===== src/rtl/pmode_pkg.sv =====
package pmode_pkg;

    typedef enum logic [2:0] {
        M_HIGH    = 3'd0,
        M_MEDIUM  = 3'd1,
        M_SUB     = 3'd2,
        M_SLEEP   = 3'd3,
        M_STANDBY = 3'd4,
        M_WATCH   = 3'd5,
        M_SETTLE  = 3'd6
    } mode_t;

    typedef struct packed {
        logic       sby_en;
        logic       direct_xfer;
        logic       tmr_ck_sel;
        logic       low_speed;
        logic       mid_speed;
        logic [2:0] settle_sel;
    } cfg_t;

    typedef struct packed {
        logic cpu;
        logic periph;
        logic tmr;
        logic hiz;
    } gate_t;

    function automatic logic is_running(mode_t m);
        return (m == M_HIGH) || (m == M_MEDIUM) || (m == M_SUB);
    endfunction

    // Settling length in sub-clock cycles for a 3-bit code.
    function automatic int unsigned settle_cycles(logic [2:0] code);
        if (code == 3'd7)
            return 1;
        return 32'd8 << code;
    endfunction

    function automatic gate_t gate_of(mode_t m);
        gate_t g;
        case (m)
            M_SLEEP:   g = '{cpu: 1'b0, periph: 1'b1, tmr: 1'b1, hiz: 1'b0};
            M_STANDBY: g = '{cpu: 1'b0, periph: 1'b0, tmr: 1'b0, hiz: 1'b1};
            M_WATCH,
            M_SETTLE:  g = '{cpu: 1'b0, periph: 1'b0, tmr: 1'b1, hiz: 1'b1};
            default:   g = '{cpu: 1'b1, periph: 1'b1, tmr: 1'b1, hiz: 1'b0};
        endcase
        return g;
    endfunction

endpackage


===== src/rtl/pmode_wake_filter.sv =====
module pmode_wake_filter #(
    parameter int NUM_EXT = 2
) (
    input  logic               tmr_irq,
    input  logic               tmr_ie,
    input  logic               cpu_mask,
    input  logic [NUM_EXT-1:0] ext_irq,
    input  logic [NUM_EXT-1:0] ext_en,
    output logic               wake
);
    logic [NUM_EXT-1:0] ext_ok;

    generate
        for (genvar i = 0; i < NUM_EXT; i++) begin : g_ext
            assign ext_ok[i] = ext_irq[i] & ext_en[i];
        end
    endgenerate

    // only enabled, unmasked sources count
    assign wake = (tmr_irq & tmr_ie & ~cpu_mask) | (|ext_ok);
endmodule


===== src/rtl/pmode_settle_timer.sv =====
module pmode_settle_timer #(
    parameter int CNT_W = 11
) (
    input  logic             clk,
    input  logic             rst,
    input  logic             load,
    input  logic [CNT_W-1:0] load_val,
    input  logic             run,
    output logic             done
);
    logic [CNT_W-1:0] cnt_q;

    always_ff @(posedge clk) begin
        if (rst)
            cnt_q <= '0;
        else if (load)
            cnt_q <= load_val;
        else if (run && cnt_q != '0)
            cnt_q <= cnt_q - 1'b1;
    end

    assign done = run && (cnt_q == CNT_W'(1));

    a_r8_load_nonzero: assert property (@(posedge clk) disable iff (rst)
        load |=> cnt_q != '0);

    a_r7_count_down: assert property (@(posedge clk) disable iff (rst)
        (run && !load && cnt_q > CNT_W'(1)) |=> cnt_q == $past(cnt_q) - 1'b1);
endmodule


===== src/rtl/pmode_seq.sv =====
module pmode_seq
    import pmode_pkg::*;
#(
    parameter int CNT_W = 11
) (
    input  logic             clk,
    input  logic             rst,
    input  logic             sleep_req,
    input  cfg_t             cfg,
    input  logic             wake,
    input  logic             done,
    output mode_t            mode,
    output logic             load,
    output logic [CNT_W-1:0] load_val,
    output logic             irq_start
);
    mode_t mode_q, mode_d, tgt_q, tgt_d;
    logic  start_q, start_d;
    mode_t fast_tgt;

    assign fast_tgt = cfg.mid_speed ? M_MEDIUM : M_HIGH;
    assign load_val = CNT_W'(settle_cycles(cfg.settle_sel));

    always_comb begin
        mode_d  = mode_q;
        tgt_d   = tgt_q;
        start_d = 1'b0;
        load    = 1'b0;
        case (mode_q)
            M_HIGH, M_MEDIUM, M_SUB: begin
                if (sleep_req) begin
                    if (!cfg.sby_en)
                        mode_d = M_SLEEP;
                    else if (!cfg.tmr_ck_sel)
                        mode_d = M_STANDBY;
                    else if (!cfg.direct_xfer)
                        mode_d = M_WATCH;
                end
            end
            M_SLEEP: begin
                if (wake) begin
                    mode_d  = cfg.low_speed ? M_SUB : fast_tgt;
                    start_d = 1'b1;
                end
            end
            M_WATCH: begin
                if (wake) begin
                    if (cfg.low_speed) begin
                        mode_d  = M_SUB;
                        start_d = 1'b1;
                    end else begin
                        mode_d = M_SETTLE;
                        tgt_d  = fast_tgt;
                        load   = 1'b1;
                    end
                end
            end
            M_SETTLE: begin
                if (done) begin
                    mode_d  = tgt_q;
                    start_d = 1'b1;
                end
            end
            default: ; // STANDBY: left only by reset
        endcase
    end

    always_ff @(posedge clk) begin
        if (rst) begin
            mode_q  <= M_HIGH;
            tgt_q   <= M_HIGH;
            start_q <= 1'b0;
        end else begin
            mode_q  <= mode_d;
            tgt_q   <= tgt_d;
            start_q <= start_d;
        end
    end

    assign mode      = mode_q;
    assign irq_start = start_q;

    a_r1_watch_entry: assert property (@(posedge clk) disable iff (rst)
        (is_running(mode_q) && sleep_req && cfg.sby_en && !cfg.direct_xfer && cfg.tmr_ck_sel)
        |=> mode_q == M_WATCH);

    a_r9_hold_watch: assert property (@(posedge clk) disable iff (rst)
        (mode_q == M_WATCH && !wake) |=> mode_q == M_WATCH);

    a_r12_single_pulse: assert property (@(posedge clk) disable iff (rst)
        start_q |=> !start_q);

    a_r13_standby_hold: assert property (@(posedge clk) disable iff (rst)
        (mode_q == M_STANDBY) |=> mode_q == M_STANDBY);
endmodule


===== src/rtl/pmode_ctrl.sv =====
module pmode_ctrl
    import pmode_pkg::*;
#(
    parameter int NUM_EXT = 2,
    parameter int CNT_W   = 11
) (
    input  logic               clk,
    input  logic               rst,
    input  logic               sleep_req,
    input  logic               sby_en,
    input  logic               direct_xfer,
    input  logic               tmr_ck_sel,
    input  logic               low_speed,
    input  logic               mid_speed,
    input  logic [2:0]         settle_sel,
    input  logic               tmr_irq,
    input  logic               tmr_ie,
    input  logic               cpu_mask,
    input  logic [NUM_EXT-1:0] ext_irq,
    input  logic [NUM_EXT-1:0] ext_en,
    output logic               cpu_clk_en,
    output logic               periph_clk_en,
    output logic               tmr_clk_en,
    output logic               io_hiz,
    output logic [2:0]         mode,
    output logic               irq_start
);
    cfg_t             cfg;
    mode_t            cur_mode;
    gate_t            gates;
    logic             wake, done, load;
    logic [CNT_W-1:0] load_val;

    assign cfg = '{sby_en: sby_en, direct_xfer: direct_xfer, tmr_ck_sel: tmr_ck_sel,
                   low_speed: low_speed, mid_speed: mid_speed, settle_sel: settle_sel};

    pmode_wake_filter #(.NUM_EXT(NUM_EXT)) u_wake (
        .tmr_irq  (tmr_irq),
        .tmr_ie   (tmr_ie),
        .cpu_mask (cpu_mask),
        .ext_irq  (ext_irq),
        .ext_en   (ext_en),
        .wake     (wake)
    );

    pmode_settle_timer #(.CNT_W(CNT_W)) u_timer (
        .clk      (clk),
        .rst      (rst),
        .load     (load),
        .load_val (load_val),
        .run      (cur_mode == M_SETTLE),
        .done     (done)
    );

    pmode_seq #(.CNT_W(CNT_W)) u_seq (
        .clk       (clk),
        .rst       (rst),
        .sleep_req (sleep_req),
        .cfg       (cfg),
        .wake      (wake),
        .done      (done),
        .mode      (cur_mode),
        .load      (load),
        .load_val  (load_val),
        .irq_start (irq_start)
    );

    assign gates         = gate_of(cur_mode);
    assign cpu_clk_en    = gates.cpu;
    assign periph_clk_en = gates.periph;
    assign tmr_clk_en    = gates.tmr;
    assign io_hiz        = gates.hiz;
    assign mode          = cur_mode;

    a_r6_start_has_clock: assert property (@(posedge clk) disable iff (rst)
        irq_start |-> cpu_clk_en && !io_hiz);
endmodule


===== config.mk =====
export PLATFORM = sky130hd
export DESIGN_NAME = pmode_ctrl
export DESIGN_NICKNAME = d
export VERILOG_FILES = /design/src/rtl/pmode_pkg.sv /design/src/rtl/pmode_wake_filter.sv /design/src/rtl/pmode_settle_timer.sv /design/src/rtl/pmode_seq.sv /design/src/rtl/pmode_ctrl.sv
export SDC_FILE = /design/constraint.sdc
export NUM_CORES = 1
export LEC_CHECK = 0
export BUFFER_PORTS_ARGS = -buffer_cell sky130_fd_sc_hd__buf_2
export CAP_MARGIN = 20
export CORE_ASPECT_RATIO = 0.8
export CORE_MARGIN = 1.5
export CORE_UTILIZATION = 30
export CTS_BUF_LIST = sky130_fd_sc_hd__clkbuf_4 sky130_fd_sc_hd__clkbuf_8
export CTS_CLUSTER_SIZE = 14
export DETAILED_ROUTE_END_ITERATION = 7
export GPL_TIMING_DRIVEN = 0
export SLEW_MARGIN = 20
export SYNTH_ARGS = -nofsm -noshare
export SYNTH_HDL_FRONTEND = slang
export SYNTH_SLANG_ARGS = --single-unit

===== constraint.sdc =====
create_clock -name clk -period 1.9 [get_ports clk]
set_input_delay 0.19 -clock clk [delete_from_list [all_inputs] [get_ports clk]]
set_output_delay 0.19 -clock clk [all_outputs]
set_load 0.01 [all_outputs]

==> results of run 1 <==
synth_stat cells, types with 2 or more instances:
master	instances	area, sq um
nor2_1	15	56.30
mux2i_1	2	20.02
nand2_1	10	37.54
o2111ai_1	2	17.52
xnor2_1	7	61.31
ha_1	3	37.54
a21oi_1	5	25.02
nand2b_1	3	18.77
nor3_1	7	35.03
clkbuf_1	4	15.01
nor4_1	2	12.51
inv_1	8	30.03
o22ai_1	4	25.02
a31oi_1	3	18.77
or4_1	2	15.01
nand3_1	2	10.01
nor2b_1	3	18.77
dfxtp_1	16	320.3
nand4_1	4	25.02
o22a_1	2	17.52
a211oi_1	4	30.03
o21ai_0	3	15.01
registers in the layout, summed over array words and instances, names as in the netlist:
name             count
u_seq.tgt_q          1
u_seq.irq_start      1
u_seq.mode           3
u_timer.cnt_q       11
timing repair:
| item | in CTS | in global routing |
|---|---|---|
| gates resized for setup | 3 | 9 |
| hold buffers | 0 | 0 |
| pin swaps | 2 | 5 |
| setup endpoints to repair | 6 | 11 |
| setup buffers | 6 | 2 |
per-layer routing:
metal  up-vias  global-route usage, %
li1        574                      -
met4         0                  5.660
met5         -                      0
met3         7                  5.124
met1       540                  19.41
met2        25                  24.17
stage by stage:
stage,worst slack (ns),instances,instance area [sq um],hold WS (ns)
5_1_grt,-0.1236,214,1421,0.2181
6_report,-0.02482,214,1421,0.2014
3_3_place_gp,-0.1643,202,1277,0.4502
2_1_floorplan,0.01286,135,1100,0.3072
4_1_cts,-0.009196,212,1379,0.2087
3_5_place_dp,-0.1815,202,1277,0.4699
logic make-up (layout without fill, tap and decap cells):
| logic type | Yosys count | in the layout | share of synthesized area [%] |
|---|---|---|---|
| muxes | 3 | 3 | 2.844 |
| buffers and inverters | 13 | 50 | 4.778 |
| DFF | 16 | 16 | 29.12 |
| xor gates and xnor gates | 8 | 8 | 6.371 |
| AOI/OAI and AO/OA | 32 | 32 | 20.59 |
| adders and majority gates | 4 | 4 | 4.323 |
| and+or+nand+nor | 59 | 59 | 31.97 |
area by class of cell:
type                            instances  area [sq um]  share of cell area, %
Tap cell                               42         52.55                  3.697
Sequential cell                        16         321.6                  22.62
Clock buffer                            4         55.05                  3.873
Timing Repair Buffer                   33         185.2                  13.03
Buffer                                  5         25.02                  1.761
Inverter                                8         30.03                  2.113
Multi-Input combinational cell        106         752.0                  52.91
power breakdown:
| group | switching, mW | internal (mW) | total [mW] |
|---|---|---|---|
| Clock | 0.125 | 0.184 | 0.309 |
| Combinational | 0.295 | 0.240 | 0.535 |
| Sequential | 0.0449 | 0.369 | 0.414 |
worst max path at each step:
stage	end	startpoint	slack, ns	cells past startpoint
after floorplan	u_timer.cnt_q[0]	u_timer.cnt_q[0]	0.01	7
after global placement	u_timer.cnt_q[0]	u_timer.cnt_q[0]	-0.16	7
after detailed placement	u_timer.cnt_q[0]	u_timer.cnt_q[0]	-0.18	7
final	u_timer.cnt_q[0]	u_timer.cnt_q[0]	-0.02	8
after global routing	u_timer.cnt_q[0]	u_timer.cnt_q[0]	-0.12	8
after CTS	u_timer.cnt_q[0]	u_timer.cnt_q[0]	-0.009	8
critical path: cells and delay by family (launching register included):
family / cells / cell delay, ns
buf+inv: 2 / 0.26
xor+xnor: 1 / 0.12
compound gates: 1 / 0.19
fa+ha+maj: 1 / 0.12
simple gates: 3 / 0.81
flops: 1 / 0.33
==> summary.txt, run 1 <==
GLOBAL ROUTING
------------------------------------------------------------------------------------------
Antenna violations before repair ............................................            0
Wire length of the first global-routing pass ................................     4.905 mm
Maximum number of pins on one net before global-route repair ................           11
Number of global-route vias before repair ...................................        1,081
Remaining global-route overflow .............................................            0
Global-route usage over all layers ..........................................       15.25%

TIMING
------------------------------------------------------------------------------------------
Count of endpoints failing setup in the final report ........................            1
Final setup margin ..........................................................  -0.02482 ns
Post-route setup TNS ........................................................  -0.02482 ns
Final clock period utilization by the worst path ............................       101.3%
Fin crit period .............................................................     1.925 ns
Tightest Pin Transition .....................................................    0.4168 ns
Highest attainable clock frequency ..........................................    519.5 MHz
Final Hold Viols ............................................................            0
Max-slew headroom ...........................................................       71.92%
Setup repair after global routing missed its margin .........................         true
Slew Viols, Final ...........................................................            0
Final worst clock skew ......................................................  0.002360 ns

WORST SETUP PATH
------------------------------------------------------------------------------------------
Required time of the critical path ..........................................      2.06 ns
Flop-to-flop setup slack ....................................................     -0.02 ns
Signal arrival time at the worst endpoint ...................................      2.09 ns
Ordered list of cells on the worst path ..................................... inv_2 -> ha_4 -> or4b_4 -> nor4b_4 -> buf_4 -> nor2_4 -> xnor2_1 -> a211oi_1
Maximum fanout along the worst path .........................................            3
Largest stage delay on the critical path ....................................      0.48 ns
Type of destination of the critical path ....................................         flop
Register-to-Register Path Depth .............................................            8
Category of the most critical setup path .................................... flop to flop
Startpoint type of the worst setup path .....................................         flop
Slowest-stage cell, CP ......................................................       or4b_4
FF-to-FF End ................................................................ u_timer.cnt_q[0]
Reg2reg start ............................................................... u_timer.cnt_q[0]

CLOCKING
------------------------------------------------------------------------------------------
Maximum buffer depth of the clock tree ......................................            2
# H-tree levels .............................................................            1
Insertion delay to the later sink of the worst-skew pair ....................      0.25 ns
CTS Buf Count ...............................................................            3
Clock tree from TritonCTS ...................................................        built
Clock edge transition at the registers on the reported setup and hold paths .      0.06 ns
TritonCTS Sinks .............................................................           16
Clock Root Buffer ...........................................................     clkbuf_8

POWER AND IR DROP
------------------------------------------------------------------------------------------
Total power divided by cell area ............................................ 885.3 nW/um^2
Lkg Pwr .....................................................................    0.5689 nW
Total power draw ............................................................     1.258 mW
Maximum vdd ir drop .........................................................    0.2965 mV

PLACEMENT
------------------------------------------------------------------------------------------
IO buf count ................................................................           25
Final RePlAce weighted congestion ...........................................       0.8452
DP Wirelength ...............................................................     2.070 mm

OUTCOME
------------------------------------------------------------------------------------------
Failing checks .............................................................. setup timing
Outcome ..................................................................... complete, but fails checks

SYNTH
------------------------------------------------------------------------------------------
Post-Synthesis Net Count ....................................................          156
Fraction of registers with async set or reset after synthesis ...............           0%
Register bit total from synthesis ...........................................           16
Netlist area before placement ...............................................   1100 sq um
Number of synthesized flops with an enable pin ..............................            0
Synthesized area per cell ...................................................  8.147 sq um
Register area share after synthesis .........................................       29.12%
Post-synth cell types .......................................................           46
Post-synthesis cell count ...................................................          135
Post-synth top flop .........................................................      dfxtp_1
Yosys warning total .........................................................            0

FLOORPLAN
------------------------------------------------------------------------------------------
Number of rows created at floorplan .........................................           19
Width of the die ............................................................     70.70 um
Effective utilization at floorplan ..........................................       31.69%
Height of the chip ..........................................................     57.16 um
Overall die area ............................................................   4041 sq um
Top-Level Pins ..............................................................           26
Core footprint ..............................................................   3471 sq um

WORST HOLD PATH
------------------------------------------------------------------------------------------
Number of stages on the worst hold path .....................................            3
HP Class .................................................................... input port to flop
Beginning of the worst hold path ............................................    mid_speed
Hold worst-path end ......................................................... u_seq.tgt_q[0]

ROUTING
------------------------------------------------------------------------------------------
Vias per inst ...............................................................        5.355
Detailed Route WL ...........................................................     2.851 mm
Uppermost layer routed ......................................................         met4
Met2 WL post-DR .............................................................     1.348 mm
DR vias .....................................................................        1,146
Met3 WL .....................................................................       146 um
1st-iter DRT viols ..........................................................           55
Remaining design rule violation count .......................................            0
Number of nets with antenna violations after detailed routing ...............            0
Routed wire per std cell ....................................................     13.32 um
Metal1 wirelength ...........................................................     1.304 mm
Number of optimization iterations in the first detailed-route pass ..........            4

FINISH
------------------------------------------------------------------------------------------
Top library cells by usage in the layout, fill and taps aside ............... buf_2 (25), nor2_1 (15), dfxtp_1 (15), nand2_1 (10), buf_4 (9)
Most common cell after layout, fill and taps aside ..........................        buf_2
Final design utilization ....................................................       40.95%
Diodes inserted .............................................................            0
Share of layout cells above drive strength 1 ................................       31.40%
Synthesis-to-finish area growth .............................................       29.24%
Number of fillers in the final layout .......................................          353
Final Net Count .............................................................          194

RUN
------------------------------------------------------------------------------------------
Total of max-cap violations .................................................            0

Note: power is estimated with default switching activity, not from simulation.
==> run 2, diff against run 1 <==
--- a/config.mk
+++ b/config.mk
@@ -5,6 +5,7 @@
 export SDC_FILE = /design/constraint.sdc
 export NUM_CORES = 1
 export LEC_CHECK = 0
+export ABC_AREA = 1
 export BUFFER_PORTS_ARGS = -buffer_cell sky130_fd_sc_hd__buf_2
 export CAP_MARGIN = 20
 export CORE_ASPECT_RATIO = 0.8
==> summary.txt, run 2 <==
OUTCOME
------------------------------------------------------------------------------------------
Outcome .....................................................................    completed   was complete, but fails checks

CLOCKING
------------------------------------------------------------------------------------------
# H-tree levels .............................................................            1   unchanged
TritonCTS Sinks .............................................................           16   unchanged
Post-CTS Hold Buffers .......................................................            0   unchanged
Clock Root Buffer ...........................................................     clkbuf_8   unchanged
CTS Buf Count ...............................................................            3   unchanged
Maximum buffer depth of the clock tree ......................................            2   unchanged
Clock tree from TritonCTS ...................................................        built   unchanged
# resized after CTS .........................................................            0   was 3
Buffer count from post-CTS setup fixing .....................................            0   was 6
Clock edge transition at the registers on the reported setup and hold paths .      0.07 ns   was 0.06 ns
Insertion delay to the later sink of the worst-skew pair ....................      0.25 ns   about the same

PLACEMENT
------------------------------------------------------------------------------------------
DP Wirelength ...............................................................     2.401 mm   was 2.070 mm
Final RePlAce weighted congestion ...........................................       0.8213   was 0.8452
IO buf count ................................................................           24   was 25

SYNTH
------------------------------------------------------------------------------------------
Area fraction of the dominant cell type after synthesis .....................       25.70%   was 29.12%
Post-synth cell types .......................................................           27   was 46
Most used standard cell by instance count after synthesis ...................      nand2_1   was dfxtp_1
Fraction of registers with async set or reset after synthesis ...............           0%   unchanged
Post-synth top flop .........................................................      dfxtp_1   unchanged
Post-synthesis cell count ...................................................          208   was 135
Yosys warning total .........................................................            0   unchanged
Most area-consuming cells after synthesis ................................... dfxtp_1 (26%), nand2_1 (15%), nor2_1 (12%), nand3_1 (9.2%), inv_1 (8.4%)   was dfxtp_1 (29%), xnor2_1 (5.6%), nor2_1 (5.1%), ha_1 (3.4%), nand2_1 (3.4%)
Register bit total from synthesis ...........................................           16   unchanged
Most numerous cell types in the synthesized netlist ......................... nand2_1 (49), nor2_1 (39), inv_1 (28)   was dfxtp_1 (16), nor2_1 (15), nand2_1 (10)
Register area share after synthesis .........................................       25.70%   was 29.12%
Number of synthesized flops with an enable pin ..............................            0   unchanged
Yosys top cell by area ......................................................      dfxtp_1   unchanged
Netlist area before placement ...............................................   1246 sq um   was 1100 sq um
Post-Synthesis Net Count ....................................................          229   was 156
Synthesized area per cell ...................................................  5.991 sq um   was 8.147 sq um

FLOORPLAN
------------------------------------------------------------------------------------------
Height of the chip ..........................................................     60.65 um   was 57.16 um
Effective utilization at floorplan ..........................................       32.13%   was 31.69%
Overall die area ............................................................   4552 sq um   was 4041 sq um
Top-Level Pins ..............................................................           26   unchanged
Number of rows created at floorplan .........................................           20   was 19
Width of the die ............................................................     75.06 um   was 70.70 um
Core footprint ..............................................................   3879 sq um   was 3471 sq um

WORST SETUP PATH
------------------------------------------------------------------------------------------
Required time of the critical path ..........................................      2.04 ns   was 2.06 ns
Category of the most critical setup path .................................... flop to flop   unchanged
Type of destination of the critical path ....................................         flop   unchanged
Largest stage delay on the critical path ....................................      0.36 ns   was 0.48 ns
Number of buffer and inverter instances along the worst setup path ..........            2   unchanged
Startpoint type of the worst setup path .....................................         flop   unchanged
Maximum fanout along the worst path .........................................            5   was 3
Ordered list of cells on the worst path ..................................... inv_1 -> ha_1 -> nand2_1 -> inv_1 -> nand4_1 -> nor2_1 -> nand3_1 -> nand2_1 -> nor2_1   was inv_2 -> ha_4 -> or4b_4 -> nor4b_4 -> buf_4 -> nor2_4 -> xnor2_1 -> a211oi_1
Critical path's top delay family ............................................ simple AND/OR/NAND/NOR gates   unchanged
Slowest-stage cell, CP ......................................................      dfxtp_1   was or4b_4
Signal arrival time at the worst endpoint ...................................      1.68 ns   was 2.09 ns

GLOBAL ROUTING
------------------------------------------------------------------------------------------
Wire length of the first global-routing pass ................................     5.043 mm   was 4.905 mm
Antenna violations before repair ............................................            0   unchanged
Number of global-route vias before repair ...................................        1,119   was 1,081
Remaining global-route overflow .............................................            0   unchanged
Maximum number of pins on one net before global-route repair ................           11   unchanged
Global-route usage over all layers ..........................................       14.73%   was 15.25%

ROUTING
------------------------------------------------------------------------------------------
Routed wire per std cell ....................................................     10.45 um   was 13.32 um
DR vias .....................................................................        1,308   was 1,146
1st-iter DRT viols ..........................................................           84   was 55
Met2 WL post-DR .............................................................     1.184 mm   was 1.348 mm
Met3 WL .....................................................................       119 um   was 146 um
Number of nets with antenna violations after detailed routing ...............            0   unchanged
Uppermost layer routed ......................................................         met4   unchanged
Detailed Route WL ...........................................................     3.040 mm   was 2.851 mm
Vias per inst ...............................................................        4.495   was 5.355
Remaining design rule violation count .......................................            0   unchanged
Number of optimization iterations in the first detailed-route pass ..........            4   unchanged
Metal1 wirelength ...........................................................     1.717 mm   was 1.304 mm

POWER AND IR DROP
------------------------------------------------------------------------------------------
Part of the power in combinational logic ....................................        25.6%   was 42.5%
Lkg Pwr .....................................................................    0.7358 nW   was 0.5689 nW
Fraction of power consumed by sequential logic ..............................        41.3%   was 32.9%
P_sw ........................................................................    0.2903 mW   was 0.4650 mW
Int Power ...................................................................    0.6261 mW   was 0.7934 mW
Clock Power Share ...........................................................        33.1%   was 24.6%
Total power divided by cell area ............................................ 615.0 nW/um^2   was 885.3 nW/um^2
Net switching fraction of the power .........................................       31.68%   was 36.95%
Maximum vdd ir drop .........................................................    0.3344 mV   was 0.2965 mV

FINISH
------------------------------------------------------------------------------------------
Max reg flops ...............................................................           11   unchanged
Diodes inserted .............................................................            0   unchanged
Most common cell after layout, fill and taps aside ..........................      nand2_1   was buf_2
Final Net Count .............................................................          258   was 194
Synthesis-to-finish area growth .............................................       19.58%   was 29.24%
Final design utilization ....................................................       38.42%   was 40.95%
Share of layout cells above drive strength 1 ................................       19.49%   was 31.40%
Top library cells by usage in the layout, fill and taps aside ............... nand2_1 (49), nor2_1 (39), inv_1 (28), buf_2 (24), nand3_1 (23)   was buf_2 (25), nor2_1 (15), dfxtp_1 (15), nand2_1 (10), buf_4 (9)
Reg with most FFs ........................................................... u_timer.cnt_q   unchanged

WORST HOLD PATH
------------------------------------------------------------------------------------------
HP Class .................................................................... input port to flop   unchanged

TIMING
------------------------------------------------------------------------------------------
Highest attainable clock frequency ..........................................    652.8 MHz   was 519.5 MHz
Final Hold Viols ............................................................            0   unchanged
Max-slew headroom ...........................................................       77.31%   was 71.92%
Fin crit period .............................................................     1.532 ns   was 1.925 ns
Final clock period utilization by the worst path ............................       80.63%   was 101.3%
Slew Viols, Final ...........................................................            0   unchanged
Tightest Pin Transition .....................................................    0.3391 ns   was 0.4168 ns
Count of endpoints failing setup in the final report ........................            0   was 1
Post-route setup TNS ........................................................         0 ns   was -0.02482 ns
Final worst clock skew ......................................................  0.003941 ns   was 0.002360 ns
Setup repair after global routing missed its margin .........................        false   was true

RUN
------------------------------------------------------------------------------------------
Total of max-cap violations .................................................            0   unchanged

==> run 2: cell types whose count changed in the layout (fill, tap and decap cells not counted), moves of 4 or more <==
cell,change
o21ai_0,+8
o211ai_1,+4
nand3_1,+21
nand2_1,+39
xnor2_1,-7
nor2_1,+24
nor3_1,-5
a211oi_1,-4
a21oi_1,+4
o22ai_1,-4
inv_1,+22
buf_4,-8
==> run 2: worst reg2reg max path: stages, from the launching register on <==
cell and delay (ns):
dfxtp_1 0.36, inv_1 0.10, ha_1 0.22, nand2_1 0.11, inv_1 0.15, nand4_1 0.13
nor2_1 0.17, nand3_1 0.08, nand2_1 0.07, nor2_1 0.04
==> run 2: path summary, 6_finish.rpt <==
path / cells past startpoint / from / to / slack [ns]
max: 9 / u_timer.cnt_q[0] / u_timer.cnt_q[10] / 0.37
min: 2 / rst / u_timer.cnt_q[0] / 0.16
max reg2reg: 9 / u_timer.cnt_q[0] / u_timer.cnt_q[10] / 0.37
min reg2reg: 2 / u_seq.tgt_q[0] / u_seq.tgt_q[0] / 0.47
==> run 2: metal layers <==
metal | vias up | global-route usage, %
met5 | - | 0
met4 | 0 | 2.338
met3 | 2 | 3.987
met2 | 26 | 19.97
met1 | 565 | 23.23
li1 | 715 | -
==> run 2: kinds of logic after synthesis <==
| group | Yosys count | synth area share [%] |
|---|---|---|
| buffers and inverters | 33 | 10.84 |
| adders and majority gates | 3 | 3.012 |
| AOI/OAI and AO/OA | 28 | 12.75 |
| and+or+nand+nor | 128 | 47.69 |
| DFF | 16 | 25.70 |
==> run 2: per-stage QoR <==
step / hold WS, ns / total power [mW] / worst slack, ns / cells / instance area [sq um]
after floorplan: 0.3799 / 0.5450 / 0.5707 / 208 / 1246
after global placement: 0.4223 / 0.6197 / 0.4072 / 287 / 1435
after detailed placement: 0.4213 / 0.6193 / 0.3993 / 287 / 1435
after CTS: 0.1485 / 0.9292 / 0.3704 / 291 / 1490
after global routing: 0.1669 / 0.9794 / 0.1956 / 291 / 1490
final: 0.1563 / 0.9164 / 0.3681 / 291 / 1490
==> run 2: area by class of cell <==
| type | instances | area [sq um] |
|---|---|---|
| inverters | 31 | 116.4 |
| well taps | 55 | 68.82 |
| plain buffers | 2 | 18.77 |
| flip-flops and latches | 16 | 320.3 |
| clock buffers | 4 | 55.05 |
| multi-input cells | 159 | 790.8 |
| fillers | 418 | 2389 |
| repair buffers | 24 | 120.1 |
==> run 2: power by group through the flow <==
stage	sequential [mW]	combinational (mW)	clock, mW
after detailed placement	0.386	0.233	0
after CTS	0.379	0.234	0.316
after global placement	0.387	0.233	0
after global routing	0.381	0.269	0.329
after floorplan	0.387	0.158	0
final	0.379	0.235	0.303
==> run 3, diff against run 2 <==
==> constraint.sdc (replaced) <==
create_clock -name clk -period 1.4 [get_ports clk]
set_input_delay 0.14 -clock clk [delete_from_list [all_inputs] [get_ports clk]]
set_output_delay 0.14 -clock clk [all_outputs]
set_load 0.01 [all_outputs]
==> summary.txt, run 3 (synthesis results as in run 2) <==
FLOORPLAN
------------------------------------------------------------------------------------------
Overall die area ............................................................   4552 sq um   unchanged
Width of the die ............................................................     75.06 um   unchanged
Top-Level Pins ..............................................................           26   unchanged
Core footprint ..............................................................   3879 sq um   unchanged
Number of rows created at floorplan .........................................           20   unchanged
Height of the chip ..........................................................     60.65 um   unchanged
Effective utilization at floorplan ..........................................       32.13%   unchanged

GLOBAL ROUTING
------------------------------------------------------------------------------------------
Global-route usage over all layers ..........................................       15.12%   was 14.73%
Number of global-route vias before repair ...................................        1,146   was 1,119
Maximum number of pins on one net before global-route repair ................           11   unchanged
Wire length of the first global-routing pass ................................     5.209 mm   was 5.043 mm
Antenna violations before repair ............................................            0   unchanged
Remaining global-route overflow .............................................            0   unchanged

WORST SETUP PATH
------------------------------------------------------------------------------------------
Startpoint type of the worst setup path .....................................         flop   unchanged
Type of destination of the critical path ....................................         flop   unchanged
Dominant cell type by count on the critical path ............................      nand2_4
Register-to-Register Path Depth .............................................           10   was 9
Maximum fanout along the worst path .........................................            7   was 5
Required time of the critical path ..........................................      1.55 ns   was 2.04 ns
Ordered list of cells on the worst path ..................................... inv_4 -> ha_4 -> nand2_4 -> nor2_4 -> nand2_2 -> nand2_4 -> buf_6 -> nor2_2 -> nor2_1 -> a21oi_2   was inv_1 -> ha_1 -> nand2_1 -> inv_1 -> nand4_1 -> nor2_1 -> nand3_1 -> nand2_1 -> nor2_1
Category of the most critical setup path .................................... flop to flop   unchanged
Signal arrival time at the worst endpoint ...................................      1.53 ns   was 1.68 ns
Largest stage delay on the critical path ....................................      0.36 ns   about the same
Slowest-stage cell, CP ......................................................      dfxtp_4   was dfxtp_1

WORST HOLD PATH
------------------------------------------------------------------------------------------
HP Class .................................................................... input port to flop   unchanged
Number of stages on the worst hold path .....................................            2   unchanged

FINISH
------------------------------------------------------------------------------------------
Most common cell after layout, fill and taps aside ..........................      nand2_1   unchanged
Synthesis-to-finish area growth .............................................       40.36%   was 19.58%
Share of layout cells above drive strength 1 ................................       36.51%   was 19.49%
Final Net Count .............................................................          274   was 258
Top library cells by usage in the layout, fill and taps aside ............... nand2_1 (44), nor2_1 (30), inv_1 (24), buf_2 (24), nand3_1 (22)   was nand2_1 (49), nor2_1 (39), inv_1 (28), buf_2 (24), nand3_1 (23)
Diodes inserted .............................................................            0   unchanged
Max reg flops ...............................................................           11   unchanged
Number of fillers in the final layout .......................................          402   was 418
Reg with most FFs ........................................................... u_timer.cnt_q   unchanged

PLACEMENT
------------------------------------------------------------------------------------------
IO buf count ................................................................           24   unchanged
Final RePlAce weighted congestion ...........................................       0.8213   unchanged
Pre-CTS worst setup slack ...................................................   -0.1007 ns   was 0.3993 ns
DP Wirelength ...............................................................     2.401 mm   unchanged

TIMING
------------------------------------------------------------------------------------------
Slew Viols, Final ...........................................................            0   unchanged
Final Hold Viols ............................................................            0   unchanged
Final clock period utilization by the worst path ............................       98.26%   was 80.63%
Max-slew headroom ...........................................................       79.24%   was 77.31%
Post-route setup TNS ........................................................         0 ns   unchanged
Highest attainable clock frequency ..........................................    726.9 MHz   was 652.8 MHz
Min Hold Slack ..............................................................    0.1036 ns   was 0.1563 ns
Count of endpoints failing setup in the final report ........................            0   unchanged
Fin crit period .............................................................     1.376 ns   was 1.532 ns
Tightest Pin Transition .....................................................    0.3114 ns   was 0.3391 ns
Setup repair after global routing missed its margin .........................         true   was false
Final setup margin ..........................................................   0.02436 ns   was 0.3681 ns
Final worst clock skew ......................................................  0.002998 ns   was 0.003941 ns

ROUTING
------------------------------------------------------------------------------------------
1st-iter DRT viols ..........................................................           72   was 84
Number of optimization iterations in the first detailed-route pass ..........            4   unchanged
Vias per inst ...............................................................        4.694   was 4.495
Detailed Route WL ...........................................................     3.596 mm   was 3.040 mm
Number of nets with antenna violations after detailed routing ...............            0   unchanged
Routed wire per std cell ....................................................     11.71 um   was 10.45 um
Remaining design rule violation count .......................................            0   unchanged
DR vias .....................................................................        1,441   was 1,308

CLOCKING
------------------------------------------------------------------------------------------
Clock tree from TritonCTS ...................................................        built   unchanged
Maximum buffer depth of the clock tree ......................................            2   unchanged
# H-tree levels .............................................................            1   unchanged
TritonCTS Sinks .............................................................           16   unchanged
Clock edge transition at the registers on the reported setup and hold paths .      0.07 ns   about the same
CTS Buf Count ...............................................................            3   unchanged
Clock Root Buffer ...........................................................     clkbuf_8   unchanged
Insertion delay to the later sink of the worst-skew pair ....................      0.25 ns   about the same

RUN
------------------------------------------------------------------------------------------
Total of max-cap violations .................................................            0   unchanged

POWER AND IR DROP
------------------------------------------------------------------------------------------
Lkg Pwr .....................................................................    0.8554 nW   was 0.7358 nW
Total power divided by cell area ............................................ 751.8 nW/um^2   was 615.0 nW/um^2
Maximum vdd ir drop .........................................................    0.4564 mV   was 0.3344 mV

OUTCOME
------------------------------------------------------------------------------------------
Outcome .....................................................................    completed   unchanged

==> run 3: cell types whose count changed in the layout (fill, tap and decap cells not counted), sizes merged <==
cell,change
buf,+15
nand2,+1
==> run 3: final timing paths <==
| check | slack, ns | start | end |
|---|---|---|---|
| min | 0.10 | rst | u_timer.cnt_q[0] |
| max reg2reg | 0.02 | u_timer.cnt_q[0] | u_timer.cnt_q[0] |
| min reg2reg | 0.47 | u_seq.tgt_q[0] | u_seq.tgt_q[0] |
| max | 0.02 | u_timer.cnt_q[0] | u_timer.cnt_q[0] |
==> run 3: layout make-up <==
class	count	area, sq um	share of cell area, %
clock buffer	4	55.05	3.147
multi-input combinational	160	900.9	51.50
sequential	16	340.3	19.46
tap	55	68.82	3.934
timing repair buffer	39	236.5	13.52
inverter	31	128.9	7.368
buffer	2	18.77	1.073
==> run 3: through the flow <==
step / area, sq um / util, % / power, mW / cells
2_1_floorplan: 1246 / - / 0.7397 / 208
3_3_place_gp: 1435 / 37.00 / 0.8410 / 287
3_5_place_dp: 1435 / 37.00 / 0.8405 / 287
4_1_cts: 1533 / 39.52 / 1.274 / 293
5_1_grt: 1749 / 45.10 / 1.396 / 307
6_report: 1749 / 45.10 / 1.315 / 307
==> run 3: routing by layer <==
metal	track usage [%]	up-vias	wire (um)	share of wire, %
met5	0	-	0	0
li1	-	755	-	-
met4	2.338	0	43	1.2
met2	20.99	35	1576	44
met3	3.987	6	158	4.4
met1	23.54	645	1818	51
==> run 3: repair_timing <==
action / CTS / global route
endpoints found under the setup margin: 16 / 17
cloned: 0 / 1
pin swaps: 2 / 13
setup buffers: 2 / 13
hold buffers: 0 / 0
gates resized for setup: 12 / 39
==> run 3: worst max-delay path, delay by kind of cell, from the launching register on <==
kind / cells / cell delay [ns]
adder cells (fa/ha/maj): 1 / 0.13
AO/OA/AOI/OAI: 1 / 0.06
buffers and inverters: 2 / 0.18
flip-flops: 1 / 0.36
AND/OR/NAND/NOR: 6 / 0.54
==> run 3: power breakdown <==
part	switching [mW]	total (mW)	internal [mW]
logic	0.217	0.367	0.150
registers	0.0479	0.529	0.481
clock network	0.169	0.419	0.250
